### src/rtl/desc_dma_in_pkg.sv
package desc_dma_in_pkg;

  localparam int IRQ_W = 4;

  // flags word bit positions, decoded by software
  localparam int FLAG_EOL_BIT   = 0;
  localparam int FLAG_INTR_BIT  = 4;
  localparam int FLAG_INEOP_BIT = 11;
  // context disable bit in context word 1
  localparam int CTX_DIS_BIT    = 15;

  // raw interrupt bit positions
  localparam int IRQ_DATA_A = 0;
  localparam int IRQ_DATA_B = 1;
  localparam int IRQ_EOP    = 3;

  // word index inside a descriptor
  localparam logic [1:0] DESC_NEXT  = 2'd0;
  localparam logic [1:0] DESC_START = 2'd1;
  localparam logic [1:0] DESC_FLAGS = 2'd2;
  localparam logic [1:0] DESC_END   = 2'd3;

  typedef enum logic [2:0] {
    MEM_NONE,
    MEM_RD_DESC,
    MEM_WR_BYTE,
    MEM_WR_FLAGS,
    MEM_WR_END,
    MEM_WR_CTX
  } memOp_e;

  typedef enum logic [2:0] {
    ST_IDLE,
    ST_FETCH,
    ST_RUN,
    ST_WB_FLAGS,
    ST_WB_END,
    ST_CTX,
    ST_DONE
  } state_e;

  typedef struct packed {
    logic       loadStart;
    logic       capValid;
    logic [1:0] capIdx;
    logic [1:0] rdIdx;
    memOp_e     memOp;
    logic       acceptBeat;
    logic       writeByte;
    logic       closeDesc;
    logic       advance;
    logic       setEol;
  } dpCtrl_t;

endpackage

### src/rtl/desc_dma_in_ctrl.sv
module desc_dma_in_ctrl
  import desc_dma_in_pkg::*;
(
  input  logic    clk,
  input  logic    rstN,
  input  logic    start,
  input  logic    inValid,
  input  logic    holdEmpty,
  input  logic    lastEopByte,
  input  logic    hitEnd,
  input  logic    descEol,
  output logic    inReady,
  output logic    chainEnd,
  output dpCtrl_t ctl
);

  localparam int FETCH_W = 3;
  localparam logic [FETCH_W-1:0] FETCH_LAST = FETCH_W'(4);

  state_e state, stateNext;
  logic [FETCH_W-1:0] fetchCnt, fetchCntNext;

  always_comb begin
    ctl          = '0;
    ctl.memOp    = MEM_NONE;
    stateNext    = state;
    fetchCntNext = fetchCnt;
    inReady      = 1'b0;
    unique case (state)
      ST_IDLE, ST_DONE: begin
        if (start) begin
          ctl.loadStart = 1'b1;
          fetchCntNext  = '0;
          stateNext     = ST_FETCH;
        end
      end
      ST_FETCH: begin
        if (fetchCnt < FETCH_LAST) begin
          ctl.memOp = MEM_RD_DESC;
          ctl.rdIdx = fetchCnt[1:0];
        end
        if (fetchCnt != '0) begin
          ctl.capValid = 1'b1;
          ctl.capIdx   = 2'(fetchCnt[1:0] - 2'd1);
        end
        if (fetchCnt == FETCH_LAST) begin
          fetchCntNext = '0;
          stateNext    = ST_RUN;
        end else begin
          fetchCntNext = fetchCnt + FETCH_W'(1);
        end
      end
      ST_RUN: begin
        if (holdEmpty) begin
          inReady        = 1'b1;
          ctl.acceptBeat = inValid;
        end else begin
          ctl.memOp     = MEM_WR_BYTE;
          ctl.writeByte = 1'b1;
          if (hitEnd || lastEopByte) begin
            ctl.closeDesc = 1'b1;
            stateNext     = ST_WB_FLAGS;
          end
        end
      end
      ST_WB_FLAGS: begin
        ctl.memOp = MEM_WR_FLAGS;
        stateNext = ST_WB_END;
      end
      ST_WB_END: begin
        ctl.memOp = MEM_WR_END;
        if (descEol) begin
          stateNext = ST_CTX;
        end else begin
          ctl.advance  = 1'b1;
          fetchCntNext = '0;
          stateNext    = ST_FETCH;
        end
      end
      ST_CTX: begin
        ctl.memOp  = MEM_WR_CTX;
        ctl.setEol = 1'b1;
        stateNext  = ST_DONE;
      end
      default: stateNext = ST_IDLE;
    endcase
  end

  always_ff @(posedge clk or negedge rstN) begin
    if (!rstN) begin
      state    <= ST_IDLE;
      fetchCnt <= '0;
    end else begin
      state    <= stateNext;
      fetchCnt <= fetchCntNext;
    end
  end

  assign chainEnd = (state == ST_DONE);

endmodule

### src/rtl/desc_dma_in_dp.sv
module desc_dma_in_dp
  import desc_dma_in_pkg::*;
#(
  parameter int W     = 32,
  parameter int LANES = W / 8,
  parameter int CNT_W = $clog2(LANES + 1),
  parameter int OFF_W = $clog2(LANES)
) (
  input  logic             clk,
  input  logic             rstN,
  input  dpCtrl_t          ctl,
  input  logic [W-1:0]     startDesc,
  input  logic [W-1:0]     ctxAddr,
  input  logic [W-1:0]     inData,
  input  logic [CNT_W-1:0] inBytes,
  input  logic             inEop,
  input  logic [W-1:0]     memRdata,
  input  logic [IRQ_W-1:0] intrMask,
  input  logic [IRQ_W-1:0] intrAck,
  input  logic             intrUpdate,
  output logic             memRe,
  output logic             memWe,
  output logic [W-1:0]     memAddr,
  output logic [LANES-1:0] memBe,
  output logic [W-1:0]     memWdata,
  output logic             holdEmpty,
  output logic             lastEopByte,
  output logic             hitEnd,
  output logic             descEol,
  output logic [IRQ_W-1:0] rawIntr,
  output logic             irq
);

  localparam int CTX_LANE = CTX_DIS_BIT / 8;

  logic [W-1:0]     curDesc, ctxReg, nextDesc, flagsWord, endAddr, ptr, holdData;
  logic [CNT_W-1:0] holdCnt;
  logic             holdEop, closeEop;
  logic [IRQ_W-1:0] maskedIntr, setBits, rawNext;
  logic [LANES-1:0] laneSel, ctxBe;

  for (genvar g = 0; g < LANES; g++) begin : g_lane
    assign laneSel[g] = (ptr[OFF_W-1:0] == OFF_W'(g));
    assign ctxBe[g]   = (g == CTX_LANE);
  end

  assign holdEmpty   = (holdCnt == '0);
  assign lastEopByte = (holdCnt == CNT_W'(1)) && holdEop;
  assign hitEnd      = ((ptr + W'(1)) == endAddr);
  assign descEol     = flagsWord[FLAG_EOL_BIT];

  // descriptor state and buffer pointer
  always_ff @(posedge clk or negedge rstN) begin
    if (!rstN) begin
      curDesc   <= '0;
      ctxReg    <= '0;
      nextDesc  <= '0;
      flagsWord <= '0;
      endAddr   <= '0;
      ptr       <= '0;
      closeEop  <= 1'b0;
    end else begin
      if (ctl.loadStart) begin
        curDesc <= startDesc;
        ctxReg  <= ctxAddr;
      end else if (ctl.advance) begin
        curDesc <= nextDesc;
      end
      if (ctl.capValid && ctl.capIdx == DESC_NEXT)  nextDesc  <= memRdata;
      if (ctl.capValid && ctl.capIdx == DESC_FLAGS) flagsWord <= memRdata;
      if (ctl.capValid && ctl.capIdx == DESC_END)   endAddr   <= memRdata;
      if (ctl.capValid && ctl.capIdx == DESC_START) ptr <= memRdata;
      else if (ctl.writeByte)                       ptr <= ptr + W'(1);
      if (ctl.closeDesc) closeEop <= lastEopByte;
    end
  end

  // holding register for the accepted beat
  always_ff @(posedge clk or negedge rstN) begin
    if (!rstN) begin
      holdData <= '0;
      holdCnt  <= '0;
      holdEop  <= 1'b0;
    end else if (ctl.loadStart || ctl.setEol) begin
      holdCnt <= '0;
      holdEop <= 1'b0;
    end else if (ctl.acceptBeat) begin
      holdData <= inData;
      holdCnt  <= inBytes;
      holdEop  <= inEop;
    end else if (ctl.writeByte) begin
      holdData <= holdData >> 8;
      holdCnt  <= holdCnt - CNT_W'(1);
    end
  end

  // memory request formation
  always_comb begin
    memRe    = 1'b0;
    memWe    = 1'b0;
    memAddr  = '0;
    memBe    = '0;
    memWdata = '0;
    unique case (ctl.memOp)
      MEM_RD_DESC: begin
        memRe   = 1'b1;
        memAddr = curDesc + W'(ctl.rdIdx) * W'(LANES);
      end
      MEM_WR_BYTE: begin
        memWe    = 1'b1;
        memAddr  = {ptr[W-1:OFF_W], {OFF_W{1'b0}}};
        memBe    = laneSel;
        memWdata = {LANES{holdData[7:0]}};
      end
      MEM_WR_FLAGS: begin
        memWe    = 1'b1;
        memAddr  = curDesc + W'(DESC_FLAGS) * W'(LANES);
        memBe    = '1;
        memWdata = flagsWord | (W'(closeEop) << FLAG_INEOP_BIT);
      end
      MEM_WR_END: begin
        memWe    = 1'b1;
        memAddr  = curDesc + W'(DESC_END) * W'(LANES);
        memBe    = '1;
        memWdata = ptr;
      end
      MEM_WR_CTX: begin
        memWe    = 1'b1;
        memAddr  = ctxReg + W'(LANES);
        memBe    = ctxBe;
        memWdata = W'(1) << CTX_DIS_BIT;
      end
      default: ;
    endcase
  end

  // interrupts
  always_comb begin
    setBits = '0;
    if (ctl.closeDesc) begin
      if (flagsWord[FLAG_INTR_BIT]) begin
        setBits[IRQ_DATA_A] = 1'b1;
        setBits[IRQ_DATA_B] = 1'b1;
      end
      if (lastEopByte) setBits[IRQ_EOP] = 1'b1;
    end
    rawNext = (rawIntr & ~intrAck) | setBits;
  end

  always_ff @(posedge clk or negedge rstN) begin
    if (!rstN) begin
      rawIntr    <= '0;
      maskedIntr <= '0;
    end else begin
      rawIntr <= rawNext;
      if ((rawNext != rawIntr) || intrUpdate) maskedIntr <= rawNext & intrMask;
    end
  end

  assign irq = |maskedIntr;

endmodule

### src/rtl/desc_dma_in.sv
module desc_dma_in
  import desc_dma_in_pkg::*;
#(
  parameter int W = 32
) (
  input  logic                   clk,
  input  logic                   rstN,
  input  logic                   start,
  input  logic [W-1:0]           startDesc,
  input  logic [W-1:0]           ctxAddr,
  input  logic                   inValid,
  output logic                   inReady,
  input  logic [W-1:0]           inData,
  input  logic [$clog2(W/8+1)-1:0] inBytes,
  input  logic                   inEop,
  output logic                   memRe,
  output logic                   memWe,
  output logic [W-1:0]           memAddr,
  output logic [W/8-1:0]         memBe,
  output logic [W-1:0]           memWdata,
  input  logic [W-1:0]           memRdata,
  input  logic [IRQ_W-1:0]       intrMask,
  input  logic [IRQ_W-1:0]       intrAck,
  input  logic                   intrUpdate,
  output logic [IRQ_W-1:0]       rawIntr,
  output logic                   irq,
  output logic                   chainEnd
);

  localparam int LANES = W / 8;
  localparam int CNT_W = $clog2(LANES + 1);

  dpCtrl_t ctl;
  logic    holdEmpty, lastEopByte, hitEnd, descEol;

  desc_dma_in_ctrl ctrl_i (
    .clk        (clk),
    .rstN       (rstN),
    .start      (start),
    .inValid    (inValid),
    .holdEmpty  (holdEmpty),
    .lastEopByte(lastEopByte),
    .hitEnd     (hitEnd),
    .descEol    (descEol),
    .inReady    (inReady),
    .chainEnd   (chainEnd),
    .ctl        (ctl)
  );

  desc_dma_in_dp #(.W(W), .LANES(LANES), .CNT_W(CNT_W)) dp_i (
    .clk        (clk),
    .rstN       (rstN),
    .ctl        (ctl),
    .startDesc  (startDesc),
    .ctxAddr    (ctxAddr),
    .inData     (inData),
    .inBytes    (inBytes),
    .inEop      (inEop),
    .memRdata   (memRdata),
    .intrMask   (intrMask),
    .intrAck    (intrAck),
    .intrUpdate (intrUpdate),
    .memRe      (memRe),
    .memWe      (memWe),
    .memAddr    (memAddr),
    .memBe      (memBe),
    .memWdata   (memWdata),
    .holdEmpty  (holdEmpty),
    .lastEopByte(lastEopByte),
    .hitEnd     (hitEnd),
    .descEol    (descEol),
    .rawIntr    (rawIntr),
    .irq        (irq)
  );

endmodule

### config.mk
export PLATFORM = sky130hd
export DESIGN_NAME = desc_dma_in
export DESIGN_NICKNAME = d
export VERILOG_FILES = /design/src/rtl/desc_dma_in_pkg.sv /design/src/rtl/desc_dma_in_ctrl.sv /design/src/rtl/desc_dma_in_dp.sv /design/src/rtl/desc_dma_in.sv
export SDC_FILE = /design/constraint.sdc
export NUM_CORES = 1
export LEC_CHECK = 0
export ABC_AREA = 1
export CORE_UTILIZATION = 25
export CTS_BUF_LIST = sky130_fd_sc_hd__clkbuf_4
export DETAILED_ROUTE_END_ITERATION = 7
export GPL_ROUTABILITY_DRIVEN = 0
export PLACE_DENSITY = 0.53
export SYNTH_ARGS = -nofsm -noshare
export SYNTH_HDL_FRONTEND = slang
export SYNTH_SLANG_ARGS = --single-unit
### constraint.sdc
create_clock -name clk -period 4.9 [get_ports clk]
set_input_delay 0.98 -clock clk [delete_from_list [all_inputs] [get_ports clk]]
set_output_delay 0.98 -clock clk [all_outputs]
set_load 0.01 [all_outputs]
---- Yosys cells after proc, flatten, opt, wreduce, memory -nomap -nowiden ----
Index checks and enable logic that the tools add are counted.
cells by class
  order comparisons ....................... 1
  bitwise gates (word level) .............. 6
  reduce and logical (&&, ||, !) cells .... 26
  equality and inequality tests ........... 26
  add/sub/neg operators ................... 8
  multiplexer cells ....................... 46
operators with widths
  operator                                       number
  two-way mux 32 bit                             6
  case mux 32 bit (5 select lines)               1
  case mux 32 bit (4 select lines)               1
  adder 32 x 4 -> 32 bit, second input constant  2
  two-way mux 3 bit                              13
  adder 32 x 1 -> 32 bit, second input constant  1
  adder 32 x 3 -> 32 bit, second input constant  1
  adder 32 x 4 -> 32 bit                         1
  == test 32 bit                                 1
  OR 32 x 12 -> 32 bit                           1
  == test 3 bit, second input constant           6
  case mux 3 bit (6 select lines)                1
  two-way mux 1 bit                              15
  case mux 3 bit (5 select lines)                1
  == test 3 x 2 -> 1 bit, second input constant  4
  case mux 4 bit (3 select lines)                1
  two-way mux 5 bit                              2
  == test 3 x 1 -> 1 bit, second input constant  3
  case mux 3 bit (3 select lines)                1
  nonzero test 3 bit                             3
  AND 4 bit                                      2
  == test 2 bit, second input constant           4
  two-way mux 2 bit                              4
  nonzero test 2 bit                             4
  other kinds (20)                               34
word-level totals
  word-level logic and storage cells ...... 127
  flip-flop bits (word level) ............. 243
  input bits .............................. 145
  output and inout bits ................... 77

---- Depth between registers and ports, before layout ----
  word-level depth ........................ 10
  gate-level depth with buffers ........... 22

---- Modules after synthesis ----
Synthesis repeated with hierarchy kept, for this count alone.
second synthesis, totals
  cells, all modules ...................... 2242
  area, all modules ....................... 15444.8 um^2
by module, submodules not included
  module            times used  cells each  area each (um^2)  seq. area each (um^2)
  desc_dma_in_dp    1           2161        14921.8           5930.7
  desc_dma_in_ctrl  1           81          523.0             150.1

---- Worst setup path before layout ----
OpenSTA, ideal clock, no wires.
  kind .................................... register -> output
  start ................................... register ctrl_i.state[0]
  end ..................................... output port memAddr[20]
  setup slack ............................. 0.903 ns
  data required time ...................... 3.920 ns
  arrival time ............................ 3.017 ns
  stages on the path, launching flop included .. 20
  path through ............................ dfrtp_1 inv_1 nor2_1 inv_1 nor2_1 inv_1 nor2_1 inv_1 o21ai_0 ha_1 inv_1 fa_1 nor2_1 inv_1 nor2_1 inv_1 o21ai_0 o21ai_0 a21oi_1 o21ai_0
on the way
  longest elaborated chain between the ends .. 4
  elaborated cells on any way between the ends .. 14
  classes of those cells .................. add/sub (1); eq/ne (10); mux (3)
ends and longest elaborated chain
  element                                                                      line                    text
  start: declaration                                                           desc_dma_in_ctrl.sv:20  state_e state, stateNext;
  start signal: assignment                                                     desc_dma_in_ctrl.sv:94  state <= stateNext;
  == test 3 x 1 -> 1 bit, or another cell as far along                         desc_dma_in_ctrl.sv:29  unique case (state)
  two-way mux 5 bit / case mux 3 bit (5 select lines) (equally long branches)  desc_dma_in_ctrl.sv:29
  adder 32 x 4 -> 32 bit, or another cell as far along                         desc_dma_in_dp.sv:107   memAddr = curDesc + W'(ctl.rdIdx) * W'(LANES);
  case mux 32 bit (5 select lines) (*)                                         desc_dma_in_dp.sv:104   unique case (ctl.memOp)
  end: declaration                                                             desc_dma_in.sv:18       output logic [W-1:0] memAddr,
Mark *: on every way between the ends. The rest lies on a longest branch, timed or not.

---- Worst setup path after layout ----
  start ................................... register ctrl_i.state[0]
  end ..................................... output port memAddr[31]
Same word-level chain as after synthesis.

==> impl_metrics.env <==
export IMPL_outcome="finished clean"
export IMPL_stdcell_area_um2=18700
export IMPL_syn_num_nets=2206
export IMPL_skew_ns=0.0637
export IMPL_vias=15500
export IMPL_ff2ff_setup_slack_ns=1.56
export IMPL_synth_top_cell_area_share_pct=42.1
export IMPL_syn_avg_cell_area_um2=7.06
export IMPL_regArea_um2=6080
export IMPL_finalWorstSetupSlack_ns=0.168
export IMPL_num_io_pins=222
export IMPL_ys_seq_area_share_pct=42.1
export IMPL_synth_warning_count=0
export IMPL_grt_pass1_vias=15200
export IMPL_crit_reg2reg_launch="dp_i.ptr[0]"
export IMPL_cts_sink_count=243
export IMPL_reg2reg_depth=17
export IMPL_routed_via_density=4.97
export IMPL_ys_seq_elements=243
export IMPL_cts_root_buf="clkbuf_4"
export IMPL_ys_top_cells_by_count="672 x nand2_1, 243 x dfrtp_1, 237 x inv_1, 198 x o21ai_0, 164 x nor2_1"
export IMPL_cts_buffers=75
export IMPL_clock_latency_ns=0.82
export IMPL_clk_pin_slew_worst_paths_ns=0.06
export IMPL_die_h_um=242
export IMPL_synth_ff_type="dfrtp_1"
export IMPL_power_total_mw=11.5
export IMPL_placed_area_um2=17600
export IMPL_synth_area_um2=14500
export IMPL_worstSetupPathType="reg2out"
export IMPL_worst_pin_slew_ns=1.09
export IMPL_final_max_slew_viol_count=0
export IMPL_maxCapViolCount=0
export IMPL_whs_ns=0.187
export IMPL_timing_rr_end="dp_i.maskedIntr[0]"
export IMPL_drtAntennaViolNets=0
export IMPL_drc=0
export IMPL_hpwl_mm=44.0
export IMPL_clockBufferDepth=3
export IMPL_areaGrowthSynthToFinish_pct=29.5
export IMPL_place_inst=2977
export IMPL_synth_edf_count=0
export IMPL_overflow=0
export IMPL_nets=2474
export IMPL_die_area_um2=58800
export IMPL_wl_per_cell_um=18.9
export IMPL_cts_hold_buf=0
export IMPL_vdd_drop_max_mv=0.278
export IMPL_yosys_area_top_type="dfrtp_1"
export IMPL_drive_gt1_share_pct=9.68
export IMPL_grt_max_degree=90
export IMPL_die_x_um=242
export IMPL_core_um2=56700
export IMPL_layout_cells_non_filler=3116
export IMPL_synth_area_top_cells="dfrtp_1 42%, nand2_1 17%, o21ai_0 6.9%, inv_1 6.2%, nand3_1 4.9%"
export IMPL_track_usage_pct=19.8
export IMPL_finalCriticalPeriod_ns=4.73
export IMPL_io_buffers=221
export IMPL_crit_start="ctrl_i.state[0]"
export IMPL_worstSetupEndpointType="output port"
export IMPL_multi_input_comb_area_um2=7340
export IMPL_initial_utilization_pct=25.5
export IMPL_critPathRequiredTime_ns=3.92
export IMPL_setup_viol_count_final=0
export IMPL_setup_worst_path_start_class="register"
export IMPL_synth_most_common_cell="nand2_1"
export IMPL_synth_cell_types=47
export IMPL_fmax_mhz=211
export IMPL_cts_htree_levels=3
export IMPL_cp_max_fo=4
export IMPL_syn_inst=2047
export IMPL_tritoncts="built"
export IMPL_endpoint="memAddr[31]"
export IMPL_power_leakage_nw=8.26
export IMPL_wirelength_mm=58.8
export IMPL_fin_util_pct=33.0
export IMPL_setup_tns_ns=0
export IMPL_grt_antenna_before_repair=4
export IMPL_critPathArrivalTime_ns=3.75
export IMPL_fin_crit_sh_pct=96.6
export IMPL_hp_class="in2async"
export IMPL_grt_pass1_wl_mm=89.2
export IMPL_async_flop_share_pct=100
export IMPL_power_density_nw_per_um2=613
export IMPL_relSlewSlack_pct=27.6
export IMPL_hold_viol=0
export IMPL_rsz0062_at_grt="yes"
export IMPL_preCtsSetupSlack_ns=0.143
export IMPL_fill_cells=6156
export IMPL_drtIter0Drc=1544
export IMPL_dr_pass1_iters=5
export IMPL_row_count=87
## critical path, stage by stage (launching register included)
cell,delay (ns)
dfrtp_1,0.39
inv_2,0.09
nor2_4,0.05
inv_2,0.07
nor2_4,0.05
inv_2,0.08
nor2_2,0.05
buf_4,0.13
a21oi_2,0.14
inv_1,0.06
ha_1,0.28
a21oi_2,0.05
nor2_2,0.15
nand2_2,0.09
nor2_4,0.14
inv_2,0.08
nor2_4,0.15
inv_2,0.08
nor2_1,0.10
inv_1,0.08
nor2_2,0.15
a21oi_1,0.08
o21ai_1,0.11
o2111ai_2,0.17
buf_2,0.18
## cell type report
class / count / share of cell area (%)
tap: 756 / 5.05
inverter: 245 / 4.93
timing repair buffer: 265 / 13.6
clock inverter: 16 / 0.615
clock buffer: 101 / 4.05
sequential: 243 / 32.5
multi-input combinational: 1485 / 39.2
antenna: 5 / 0.0669
## cell families (layout without fill, tap and decap cells)
kind of cell	after synthesis	count (layout)	share of synthesized area, %
other	0	5	0
AOI/OAI and AO/OA	400	400	17.0
adders and majority gates	14	14	1.26
and+or+nand+nor	1060	1060	30.6
DFF	243	243	42.1
buffers and inverters	319	627	8.29
xor gates and xnor gates	11	11	0.762
## worst min-delay path by stage
stage | end | start | slack (ns)
floorplan | dp_i.closeEop | dp_i.closeEop | 0.44
global placement | dp_i.closeEop | dp_i.closeEop | 0.46
detailed placement | dp_i.closeEop | dp_i.closeEop | 0.47
CTS | dp_i.rawIntr[2] | rstN | 0.17
global route | dp_i.maskedIntr[3] | rstN | 0.17
finish | dp_i.maskedIntr[3] | rstN | 0.19
## placed cells by master (no fill, tap or decap), drive strengths merged, types with 15 or more instances in the layout
master	instances
nor2	174
nand2	678
clkbuf	104
o21ai	203
clkdlybuf4s50	197
nand3	146
inv	243
dfrtp	243
o221ai	32
nor3	20
nand4	16
clkinv	15
a21oi	34
o2111ai	20
o211ai	63
a31oi	23
buf	46
## registers in the layout, summed over array words and instances, names as in the netlist
signal,count
ctrl_i.fetchCnt,3
ctrl_i.state,3
dp_i.closeEop,1
dp_i.ctxReg,32
dp_i.curDesc,32
dp_i.endAddr,32
dp_i.flagsWord,32
dp_i.holdCnt,3
dp_i.holdData,32
dp_i.holdEop,1
dp_i.maskedIntr,4
dp_i.nextDesc,32
dp_i.ptr,32
dp_i.rawIntr,4
## timing repair
action,CTS,global route
pin swaps,4,22
endpoints found under the setup margin,25,25
buffers inserted,4,13
endpoints found under the hold margin,0,0
resized for setup,53,43
## per-layer routing
layer / GRT usage (%) / vias up / part of all wire (%)
met5: 0 / - / 0.048
met4: 8.53 / 4 / 4.0
met3: 4.91 / 138 / 8.6
met2: 30.8 / 669 / 45
met1: 25.8 / 7336 / 43
li1: - / 7335 / -
## power by group
| group | switching [mW] | internal, mW | leakage (nW) |
|---|---|---|---|
| clock network | 0.951 | 1.04 | 0.528 |
| logic | 3.49 | 2.17 | 4.77 |
| registers | 0.841 | 2.98 | 2.96 |
No activity file was read; power rests on OpenSTA's default activity.
